<file path="src/rtl/irq_latch_pkg.sv">
package irq_latch_pkg;

    typedef enum logic {
        TRIG_EDGE  = 1'b0,
        TRIG_LEVEL = 1'b1
    } trig_e;

    localparam trig_e RESET_TRIG = TRIG_EDGE;

endpackage

</file>
<file path="src/rtl/irq_sync.sv">
module irq_sync #(
    parameter int unsigned WIDTH  = 8,
    parameter int unsigned STAGES = 2
) (
    input  logic             clk,
    input  logic             rst,
    input  logic [WIDTH-1:0] async_in,
    output logic [WIDTH-1:0] sync_out
);

    typedef logic [STAGES-1:0][WIDTH-1:0] chain_t;

    chain_t chain_d, chain_q;

    always_comb begin
        chain_d[0] = async_in;
        for (int s = 1; s < STAGES; s++) begin
            chain_d[s] = chain_q[s-1];
        end
    end

    always_ff @(posedge clk) begin
        if (rst) begin
            chain_q <= '0;
        end else begin
            chain_q <= chain_d;
        end
    end

    assign sync_out = chain_q[STAGES-1];

endmodule

</file>
<file path="src/rtl/trig_mode_reg.sv">
module trig_mode_reg
    import irq_latch_pkg::*;
#(
    parameter int unsigned             WIDTH = 8,
    parameter logic [WIDTH-1:0]        MASK  = 8'hF0
) (
    input  logic             clk,
    input  logic             rst,
    input  logic             we,
    input  logic [WIDTH-1:0] wdata,
    output logic [WIDTH-1:0] mode
);

    typedef struct packed {
        logic [WIDTH-1:0] trig;
    } mode_st_t;

    mode_st_t st_d, st_q;

    always_comb begin
        st_d = st_q;
        if (we) begin
            st_d.trig = wdata & MASK;
        end
    end

    always_ff @(posedge clk) begin
        if (rst) begin
            st_q.trig <= {WIDTH{RESET_TRIG}};
        end else begin
            st_q <= st_d;
        end
    end

    assign mode = st_q.trig;

    AST_MODE_WRITE_MASKED: assert property (@(posedge clk) disable iff (rst)
        we |=> (mode == ($past(wdata) & MASK)));

    AST_MODE_HOLD: assert property (@(posedge clk) disable iff (rst)
        !we |=> $stable(mode));

endmodule

</file>
<file path="src/rtl/irq_pend_bank.sv">
module irq_pend_bank #(
    parameter int unsigned WIDTH = 8,
    parameter int unsigned ID_W  = 3
) (
    input  logic             clk,
    input  logic             rst,
    input  logic [WIDTH-1:0] lvl_in,
    input  logic [WIDTH-1:0] mode,
    input  logic             ack_valid,
    input  logic [ID_W-1:0]  ack_line,
    output logic [WIDTH-1:0] pending
);

    typedef struct packed {
        logic [WIDTH-1:0] pend;
        logic [WIDTH-1:0] last;
    } bank_st_t;

    bank_st_t st_d, st_q;

    logic [WIDTH-1:0] ack_vec;
    logic [WIDTH-1:0] rise;
    logic [WIDTH-1:0] edge_next;

    always_comb begin
        ack_vec   = ack_valid ? (WIDTH'(1) << ack_line) : '0;
        rise      = lvl_in & ~st_q.last;
        // new edge overrides a same-cycle acknowledge
        edge_next = (st_q.pend & ~ack_vec) | rise;
        st_d.pend = (mode & lvl_in) | (~mode & edge_next);
        st_d.last = lvl_in;
    end

    always_ff @(posedge clk) begin
        if (rst) begin
            st_q <= '0;
        end else begin
            st_q <= st_d;
        end
    end

    assign pending = st_q.pend;

    AST_LEVEL_FOLLOW: assert property (@(posedge clk) disable iff (rst)
        1'b1 |=> ((pending & $past(mode)) == ($past(lvl_in) & $past(mode))));

    AST_EDGE_SET: assert property (@(posedge clk) disable iff (rst)
        (|(lvl_in & ~st_q.last & ~mode)) |=>
        ((pending & $past(lvl_in & ~st_q.last & ~mode)) == $past(lvl_in & ~st_q.last & ~mode)));

    AST_EDGE_HOLD: assert property (@(posedge clk) disable iff (rst)
        1'b1 |=> ((pending & $past(pending & ~mode & ~ack_vec)) ==
                  $past(pending & ~mode & ~ack_vec)));

    AST_ACK_CLEAR: assert property (@(posedge clk) disable iff (rst)
        (ack_valid && !mode[ack_line] && !(lvl_in[ack_line] && !st_q.last[ack_line]))
        |=> !pending[$past(ack_line)]);

    AST_LAST_TRACK: assert property (@(posedge clk) disable iff (rst)
        1'b1 |=> (st_q.last == $past(lvl_in)));

endmodule

</file>
<file path="src/rtl/irq_req_latch.sv">
module irq_req_latch #(
    parameter int unsigned           NUM_LINES   = 8,
    parameter int unsigned           SYNC_STAGES = 2,
    parameter logic [NUM_LINES-1:0]  MODE_MASK   = 8'hF0,
    localparam int unsigned          ID_W        = $clog2(NUM_LINES)
) (
    input  logic                 clk,
    input  logic                 rst,
    input  logic [NUM_LINES-1:0] irq_in,
    input  logic                 ack_valid,
    input  logic [ID_W-1:0]      ack_line,
    input  logic                 mode_we,
    input  logic [NUM_LINES-1:0] mode_wdata,
    output logic [NUM_LINES-1:0] mode_rdata,
    output logic [NUM_LINES-1:0] pending
);

    logic [NUM_LINES-1:0] irq_sync_lvl;
    logic [NUM_LINES-1:0] trig_mode;

    irq_sync #(
        .WIDTH  (NUM_LINES),
        .STAGES (SYNC_STAGES)
    ) u_sync (
        .clk      (clk),
        .rst      (rst),
        .async_in (irq_in),
        .sync_out (irq_sync_lvl)
    );

    trig_mode_reg #(
        .WIDTH (NUM_LINES),
        .MASK  (MODE_MASK)
    ) u_mode (
        .clk   (clk),
        .rst   (rst),
        .we    (mode_we),
        .wdata (mode_wdata),
        .mode  (trig_mode)
    );

    irq_pend_bank #(
        .WIDTH (NUM_LINES),
        .ID_W  (ID_W)
    ) u_bank (
        .clk       (clk),
        .rst       (rst),
        .lvl_in    (irq_sync_lvl),
        .mode      (trig_mode),
        .ack_valid (ack_valid),
        .ack_line  (ack_line),
        .pending   (pending)
    );

    assign mode_rdata = trig_mode;

    AST_MODE_IN_MASK: assert property (@(posedge clk) disable iff (rst)
        mode_we |=> ((mode_rdata & ~MODE_MASK) == '0));

    AST_LEVEL_ACK_IGNORED: assert property (@(posedge clk) disable iff (rst)
        (ack_valid && trig_mode[ack_line] && $stable(irq_sync_lvl[ack_line]))
        |=> (pending[$past(ack_line)] == $past(irq_sync_lvl[ack_line])));

endmodule

</file>
<file path="config.mk">
export PLATFORM = sky130hd
export DESIGN_NAME = irq_req_latch
export DESIGN_NICKNAME = d
export VERILOG_FILES = /design/src/rtl/irq_latch_pkg.sv /design/src/rtl/irq_sync.sv /design/src/rtl/trig_mode_reg.sv /design/src/rtl/irq_pend_bank.sv /design/src/rtl/irq_req_latch.sv
export SDC_FILE = /design/constraint.sdc
export NUM_CORES = 1
export LEC_CHECK = 0
export ABC_AREA = 1
export BUFFER_PORTS_ARGS = -buffer_cell sky130_fd_sc_hd__buf_2
export CAP_MARGIN = 30
export CORE_UTILIZATION = 40
export CTS_CLUSTER_DIAMETER = 200
export DETAILED_ROUTE_END_ITERATION = 8
export PLACE_DENSITY = 0.75
export SYNTH_ARGS = -nofsm -noshare
export SYNTH_HDL_FRONTEND = slang
export SYNTH_SLANG_ARGS = --single-unit
</file>
<file path="constraint.sdc">
create_clock -name clk -period 2 [get_ports clk]
set_clock_uncertainty 0.1 [all_clocks]
set_input_delay 0.2 -clock clk [delete_from_list [all_inputs] [get_ports clk]]
set_output_delay 0.2 -clock clk [all_outputs]
set_load 0.02 [all_outputs]
</file>
==> results of run 1 <==
what timing repair did:
action / in CTS / in global routing
endpoints found under the hold margin: 11 / 0
hold buffers: 11 / 0
endpoints found under the setup margin: 0 / 0
layer usage:
metal	wire length, um	track usage, %	share of wire, %
met2	982	22.6	48
met5	0	0	0
met4	45	7.79	2.2
met1	900	14.4	44
met3	110	5.76	5.4
registers in the layout, indices dropped and copies added, names as in the netlist:
| signal | count |
|---|---|
| u_bank.pending | 8 |
| u_bank.st_q | 8 |
| u_mode.mode | 4 |
| u_sync.chain_d | 8 |
| u_sync.sync_out | 8 |
synthesized netlist by cell type:
| cell type | number | share of area, % |
|---|---|---|
| sky130_fd_sc_hd__nand2_1 | 50 | 14 |
| sky130_fd_sc_hd__inv_1 | 42 | 12 |
| sky130_fd_sc_hd__dfxtp_1 | 36 | 53 |
| sky130_fd_sc_hd__nor2_1 | 34 | 9.3 |
| sky130_fd_sc_hd__buf_4 | 12 | 6.6 |
| sky130_fd_sc_hd__a21oi_1 | 4 | 1.5 |
| sky130_fd_sc_hd__buf_2 | 2 | 0.73 |
| sky130_fd_sc_hd__nor2_4 | 2 | 1.6 |
| sky130_fd_sc_hd__buf_6 | 1 | 0.82 |
| sky130_fd_sc_hd__buf_8 | 1 | 1.1 |
| sky130_fd_sc_hd__conb_1 | 1 | 0.27 |
cells by family after synthesis:
kind of cell | share of synthesized area (%)
and+or+nand+nor | 24.7
buffers and inverters | 20.8
DFF | 52.7
AOI/OAI and AO/OA | 1.47
other | 0.274
layout by cell type, fill, tap and decap left out:
master / count
sky130_fd_sc_hd__conb_1: 4
sky130_fd_sc_hd__nor2_1: 34
sky130_fd_sc_hd__dfxtp_1: 36
sky130_fd_sc_hd__buf_2: 30
sky130_fd_sc_hd__clkbuf_1: 1
sky130_fd_sc_hd__nor2_4: 2
sky130_fd_sc_hd__a21oi_1: 4
sky130_fd_sc_hd__clkbuf_8: 1
sky130_fd_sc_hd__inv_1: 42
sky130_fd_sc_hd__clkbuf_4: 5
sky130_fd_sc_hd__dlygate4sd3_1: 11
sky130_fd_sc_hd__clkinvlp_4: 1
sky130_fd_sc_hd__nand2_1: 50
through the flow:
step	util, %	area (um2)
finish	51.7	1630
global route	51.7	1630
CTS	51.7	1630
detailed placement	46.2	1460
global placement	46.2	1460
floorplan	-	1380
worst max path at each step:
stage | startpoint | end | slack, ns | depth (start not counted)
after global routing | u_mode.mode[6]$_SDFFE_PP0P_ | mode_rdata[6] | 0.75 | 1
final | u_mode.mode[4]$_SDFFE_PP0P_ | mode_rdata[4] | 0.81 | 1
after detailed placement | rst | u_bank.pending[2]$_SDFF_PP0_ | 0.75 | 4
after global placement | rst | u_bank.pending[0]$_SDFF_PP0_ | 0.76 | 4
after CTS | u_mode.mode[4]$_SDFFE_PP0P_ | mode_rdata[4] | 0.80 | 1
after floorplan | u_mode.mode[5]$_SDFFE_PP0P_ | u_bank.pending[5]$_SDFF_PP0_ | 1.10 | 5
layout make-up:
type / instances / area (um2) / area share, %
Multi-Input combinational cell: 94 / 373 / 22.9
Clock inverter: 1 / 7.51 / 0.461
Timing Repair Buffer: 41 / 260 / 16.0
Sequential cell: 36 / 721 / 44.2
Inverter: 42 / 158 / 9.68
Tap cell: 44 / 55.1 / 3.38
Clock buffer: 7 / 55.1 / 3.38
power groups by stage:
stage	clock, uW	sequential [uW]	combinational (uW)
detailed placement	0	778	119
global route	451	765	154
global placement	0	777	116
finish	397	761	135
floorplan	0	781	96.7
CTS	414	761	135
worst reg2reg max path: stages, from the launching register on:
cell                      delay (ns)
sky130_fd_sc_hd__dfxtp_1        0.37
sky130_fd_sc_hd__inv_1          0.07
sky130_fd_sc_hd__nand2_1        0.05
sky130_fd_sc_hd__nor2_1         0.03
sky130_fd_sc_hd__nand2_1        0.09
sky130_fd_sc_hd__nand2_1        0.05
==> qor.json, run 1 <==
{
  "run_status": {
    "status": "completed"
  },
  "power_and_ir_drop": {
    "cellPowerDensity_nw_per_um2": 793,
    "max-vdd-ir-drop_mv": 0.415,
    "total_power_uw": 1290,
    "combinationalPowerShare_pct": 10.5,
    "total_switching_power_uw": 316,
    "power_switching_share_pct": 24.4,
    "cell_internal_pwr_uw": 977,
    "power.static_leakage_uw": 0.000825,
    "power.share.sequential_pct": 58.9,
    "share_clk_of_total_power_pct": 30.7
  },
  "layout": {
    "n_fill_cell": 322,
    "n_antenna_cell": 0,
    "drive_above_1_share_pct": 17.6,
    "final_cells": 265,
    "area_growth_syn_to_layout_pct": 19.2,
    "layout.nets": 243
  },
  "synthesis": {
    "synth_area_um2": 1370,
    "synth_seq_area_share_pct": 52.7,
    "synthCells": 185,
    "yosys_warnings": 0,
    "synthDistinctLibCells": 11,
    "syn-mean-instance-area_um2": 7.39,
    "synth.ff_latch_count": 36
  },
  "clock_tree": {
    "clk-insertion-delay-late_ns": 0.33,
    "cts_htree_levels": 2,
    "cts_buffers": 5,
    "clock-root-buffer": "sky130_fd_sc_hd__clkbuf_4",
    "worst_setup_hold_path_clk_slew_ns": 0.11,
    "setup_repair_bufs_after_cts": 0,
    "cts.path.max_buffers": 2,
    "ctsResizeCount": 0,
    "tritoncts": "done",
    "numClockSinks": 36
  },
  "global_routing": {
    "wire_length_of_the_first_global_routing_pass_um": 3510,
    "initial_antenna_violation_count": 0,
    "grt-ovfl-total": 0,
    "via_count_of_the_first_global_routing_pass": 882,
    "track_usage_pct": 13.6,
    "largest_net_degree_at_the_start_of_global_routing": 37
  },
  "route": {
    "via_count": 1013,
    "detail_route.wirelength_um": 2040,
    "drt-wirelength-per-cell_um": 7.69,
    "drt_drc_violations_left": 0,
    "drtIter0Drc": 36,
    "routed_via_count_divided_by_cell_count": 3.82,
    "detailed_router_iteration_count_before_antenna_repair": 4,
    "antenna_violating_nets_post_route": 0
  },
  "die": {
    "initial_core_util_pct": 43.3,
    "pin_count": 39,
    "num_rows": 20,
    "die_w_um": 60.4,
    "dieHeight_um": 60.4,
    "floorplan.core_area_um2": 3150,
    "die_area_um2": 3650
  },
  "critical_path": {
    "critical_path.startpoint_type": "flip-flop",
    "end_kind": "output pin",
    "worst_path_dominant_cell_family": "flip-flops",
    "worst_path_cell_with_the_longest_stage_delay": "sky130_fd_sc_hd__dfxtp_1",
    "timing_worst_setup_path_type": "flip-flop to output pin",
    "slowest_delay_ns": 0.37,
    "r2r_setup_slack_ns": 1.15,
    "maximum_net_fanout_on_the_critical_path": 3,
    "crit_path_required_time_ns": 1.70,
    "regToRegStartpoint": "u_mode.mode[6]$_SDFFE_PP0P_",
    "cp.buffers_inverters": 1,
    "cp.arrival_ns": 0.89,
    "reg2reg_depth": 5,
    "crit_path_cell_trace": "buf_2",
    "crit-reg2reg-capture": "u_bank.pending[6]$_SDFF_PP0_"
  },
  "sta": {
    "finalHoldViolations": 0,
    "setup_ws_ns": 0.806,
    "timing.slew.headroom_pct": 56.2,
    "max_slew.worst_pin.slew_ns": 0.658,
    "drv_slew": 0,
    "min_period_over_period_pct": 59.7,
    "holdWs_ns": 0.0174,
    "post_layout_minimum_cycle_time_ns": 1.19,
    "rsz0062_at_grt": "no",
    "finalSetupTns_ns": 0,
    "setup-violations-final": 0,
    "achievable-frequency_mhz": 837
  },
  "placement": {
    "place.detailed.hpwl_um": 1330,
    "placement.io_buffers": 30,
    "numPlacedInstances": 246,
    "detailedPlace.worstSlack_ns": 0.753,
    "gpl.final_weighted_congestion": 0.764
  },
  "worst_hold_path": {
    "holdPathStages": 3,
    "min_from": "mode_wdata[6]",
    "hp-class": "primary input to flip-flop",
    "hold_path_end": "u_mode.mode[6]$_SDFFE_PP0P_"
  },
  "flow_run": {
    "cap_violations": 0
  }
}
Note: power is estimated with default switching activity, not from simulation.
==> run 2: changes to the inputs <==
==> constraint.sdc (replaced) <==
create_clock -name clk -period 1.2 [get_ports clk]
set_clock_uncertainty 0.1 [all_clocks]
set_input_delay 0.12 -clock clk [delete_from_list [all_inputs] [get_ports clk]]
set_output_delay 0.12 -clock clk [all_outputs]
set_load 0.02 [all_outputs]
==> run 2 against run 1 <==
Clock-buffer cell count did not move. Critical endpoint is now mode_rdata[5]. Clock power rose by 72%. Total power is 70% higher. First-iteration DRC count up 2.8%. Sequential power rose by 67%. Setup slack worse by 0.70 ns. Cell count rose by 1.1%. Highest routed layer is now met3. Worst hold slack improved by 0.0056 ns. Die area unchanged. Critical path depth unchanged. Sequential cell count unchanged. Global-route usage fell by 0.15 points.
==> qor.json, run 2 (synthesis gave the netlist of run 1 again) <==
{
  "run_status": {
    "status": {"value": "completed", "change": "unchanged"}
  },
  "route": {
    "drt-wirelength-per-cell": {"value": 7.68, "unit": "um", "change": "was 7.69 um"},
    "detail_route.wirelength": {"value": 2060, "unit": "um", "change": "was 2040 um"},
    "routed_via_count_divided_by_cell_count": {"value": 3.79, "change": "was 3.82"},
    "detailed_router_iteration_count_before_antenna_repair": {"value": 6, "change": "was 4"},
    "drtIter0Drc": {"value": 37, "change": "was 36"},
    "via_count": {"value": 1015, "change": "was 1013"},
    "antenna_violating_nets_post_route": {"value": 0, "change": "unchanged"},
    "drt_drc_violations_left": {"value": 0, "change": "unchanged"}
  },
  "global_routing": {
    "grt-ovfl-total": {"value": 0, "change": "unchanged"},
    "wire_length_of_the_first_global_routing_pass": {"value": 3510, "unit": "um", "change": "about the same"},
    "track_usage": {"value": 13.4, "unit": "%", "change": "was 13.6%"},
    "largest_net_degree_at_the_start_of_global_routing": {"value": 21, "change": "was 37"},
    "initial_antenna_violation_count": {"value": 0, "change": "unchanged"},
    "via_count_of_the_first_global_routing_pass": {"value": 882, "change": "unchanged"}
  },
  "sta": {
    "finalSetupTns": {"value": 0, "unit": "ns", "change": "unchanged"},
    "setup-violations-final": {"value": 0, "change": "unchanged"},
    "holdWs": {"value": 0.0230, "unit": "ns", "change": "was 0.0174 ns"},
    "setup_ws": {"value": 0.103, "unit": "ns", "change": "was 0.806 ns"},
    "finalHoldViolations": {"value": 0, "change": "unchanged"},
    "min_period_over_period_pct": 91.4,
    "post_layout_minimum_cycle_time_ns": 1.10,
    "achievable-frequency_mhz": 912,
    "drv_slew": {"value": 0, "change": "unchanged"},
    "rsz0062_at_grt": {"value": "no", "change": "unchanged"}
  },
  "critical_path": {
    "worst_path_cell_with_the_longest_stage_delay": {"value": "sky130_fd_sc_hd__dfxtp_1", "change": "unchanged"},
    "crit_path_cell_trace": {"value": "buf_2", "change": "unchanged"},
    "timing.critical_path.to": {"value": "mode_rdata[5]", "change": "was mode_rdata[4]"},
    "slowest_delay": {"value": 0.37, "unit": "ns", "change": "about the same"},
    "critical_path.startpoint_type": {"value": "flip-flop", "change": "unchanged"},
    "end_kind": {"value": "output pin", "change": "unchanged"},
    "worst_path_dominant_cell_family": {"value": "flip-flops", "change": "unchanged"},
    "crit_path_required_time": {"value": 0.98, "unit": "ns", "change": "was 1.70 ns"},
    "r2r_setup_slack": {"value": 0.38, "unit": "ns", "change": "was 1.15 ns"},
    "crit-reg2reg-capture": {"value": "u_bank.pending[5]$_SDFF_PP0_", "change": "was u_bank.pending[6]$_SDFF_PP0_"},
    "maximum_net_fanout_on_the_critical_path": {"value": 3, "change": "unchanged"},
    "timing_worst_setup_path_type": {"value": "flip-flop to output pin", "change": "unchanged"},
    "cp.buffers_inverters": {"value": 1, "change": "unchanged"},
    "crit_cells": {"value": 1, "change": "unchanged"},
    "cp.arrival": {"value": 0.88, "unit": "ns", "change": "was 0.89 ns"},
    "regToRegStartpoint": {"value": "u_mode.mode[5]$_SDFFE_PP0P_", "change": "was u_mode.mode[6]$_SDFFE_PP0P_"},
    "reg2reg_depth": {"value": 5, "change": "unchanged"},
    "cp-startpoint": {"value": "u_mode.mode[5]$_SDFFE_PP0P_", "change": "was u_mode.mode[4]$_SDFFE_PP0P_"}
  },
  "placement": {
    "numPlacedInstances": {"value": 248, "change": "was 246"},
    "gpl.final_weighted_congestion": {"value": 0.796, "change": "was 0.764"},
    "place.detailed.hpwl": {"value": 1410, "unit": "um", "change": "was 1330 um"},
    "placement.io_buffers": {"value": 30, "change": "unchanged"},
    "detailedPlace.worstSlack": {"value": 0.281, "unit": "ns", "change": "was 0.753 ns"}
  },
  "layout": {
    "layout.nets": {"value": 247, "change": "was 243"},
    "drive_above_1_share": {"value": 18.3, "unit": "%", "change": "was 17.6%"},
    "layout_commonest_cell": {"value": "sky130_fd_sc_hd__nand2_1", "change": "unchanged"},
    "final_cells": {"value": 268, "change": "was 265"},
    "area_growth_syn_to_layout": {"value": 22.9, "unit": "%", "change": "was 19.2%"},
    "n_antenna_cell": {"value": 0, "change": "unchanged"},
    "final_cell_mix": {"value": "sky130_fd_sc_hd__nand2_1, sky130_fd_sc_hd__inv_1, sky130_fd_sc_hd__dfxtp_1", "change": "unchanged"}
  },
  "die": {
    "die_w": {"value": 60.4, "unit": "um", "change": "unchanged"},
    "initial_core_util": {"value": 43.3, "unit": "%", "change": "unchanged"},
    "pin_count": {"value": 39, "change": "unchanged"},
    "num_rows": {"value": 20, "change": "unchanged"},
    "die_area": {"value": 3650, "unit": "um2", "change": "unchanged"},
    "floorplan.core_area": {"value": 3150, "unit": "um2", "change": "unchanged"},
    "dieHeight": {"value": 60.4, "unit": "um", "change": "unchanged"}
  },
  "power_and_ir_drop": {
    "share_clk_of_total_power": {"value": 31.2, "unit": "%", "change": "was 30.7%"},
    "cell_internal_pwr": {"value": 1690, "unit": "uW", "change": "was 977 uW"},
    "combinationalPowerShare": {"value": 11.0, "unit": "%", "change": "was 10.5%"},
    "power.share.sequential": {"value": 57.9, "unit": "%", "change": "was 58.9%"},
    "total_switching_power": {"value": 505, "unit": "uW", "change": "was 316 uW"},
    "max-vdd-ir-drop": {"value": 0.654, "unit": "mV", "change": "was 0.415 mV"},
    "power_switching_share": {"value": 23.1, "unit": "%", "change": "was 24.4%"},
    "cellPowerDensity": {"value": 1310, "unit": "nW/um2", "change": "was 793 nW/um2"},
    "power.static_leakage": {"value": 0.000854, "unit": "uW", "change": "was 0.000825 uW"}
  },
  "clock_tree": {
    "cts_htree_levels": {"value": 2, "change": "unchanged"},
    "numClockSinks": {"value": 36, "change": "unchanged"},
    "cts.path.max_buffers": {"value": 2, "change": "unchanged"},
    "cts_buffers": {"value": 5, "change": "unchanged"},
    "setup_repair_bufs_after_cts": {"value": 0, "change": "unchanged"},
    "tritoncts": {"value": "done", "change": "unchanged"},
    "clk-insertion-delay-late": {"value": 0.32, "unit": "ns", "change": "was 0.33 ns"},
    "worst_setup_hold_path_clk_slew": {"value": 0.10, "unit": "ns", "change": "was 0.11 ns"},
    "clock-root-buffer": {"value": "sky130_fd_sc_hd__clkbuf_4", "change": "unchanged"}
  },
  "worst_hold_path": {
    "hp-class": {"value": "primary input to flip-flop", "change": "unchanged"}
  },
  "flow_run": {
    "cap_violations": {"value": 0, "change": "unchanged"}
  }
}
## run 2: final cells by class
| class | count | area (um2) |
|---|---|---|
| Fill cell | 316 | 1470 |
| Sequential cell | 36 | 721 |
| Multi-Input combinational cell | 94 | 373 |
| Timing Repair Buffer | 45 | 308 |
| Inverter | 42 | 158 |
| Clock buffer | 7 | 65.1 |
| Tap cell | 44 | 55.1 |
## run 2: worst min path at each step
stage | start | to | slack, ns | depth (start not counted)
finish | ack_line[2] | u_bank.pending[3]$_SDFF_PP0_ | 0.02 | 5
global route | rst | u_bank.st_q[2]$_SDFF_PP0_ | 0.03 | 2
CTS | ack_line[2] | u_bank.pending[3]$_SDFF_PP0_ | 0.004 | 5
detailed placement | irq_in[5] | u_sync.chain_d[13]$_SDFF_PP0_ | 0.22 | 3
global placement | irq_in[6] | u_sync.chain_d[14]$_SDFF_PP0_ | 0.22 | 3
floorplan | irq_in[2] | u_sync.chain_d[10]$_SDFF_PP0_ | 0.13 | 2
## run 2: what timing repair did
| action | CTS | global route |
|---|---|---|
| hold buffers | 13 | 0 |
| gates resized for setup | 0 | 0 |
| hold endpoints to repair | 12 | 0 |
## run 2: power groups by stage
stage          logic, uW  clock network [uW]  registers, uW
6_report             240                 683           1270
5_1_grt              274                 777           1270
4_1_cts              241                 721           1270
3_5_place_dp         209                   0           1300
3_3_place_gp         205                   0           1290
2_1_floorplan        161                   0           1300
## run 2: stage by stage
step                      utilization, %  power [uW]  cell area [um2]
after detailed placement            47.1        1510             1480
final                               53.3        2190             1680
after CTS                           53.3        2230             1680
after global routing                53.3        2330             1680
after floorplan                        -        1460             1380
after global placement              47.1        1500             1480
## run 2: routing by layer
metal | global-route usage, % | routed length [um] | vias up
met2 | 22.3 | 1020 | 24
met3 | 6.40 | 118 | 0
li1 | - | - | 578
met4 | 4.87 | 0 | 0
met5 | 0 | 0 | -
met1 | 15.0 | 918 | 413
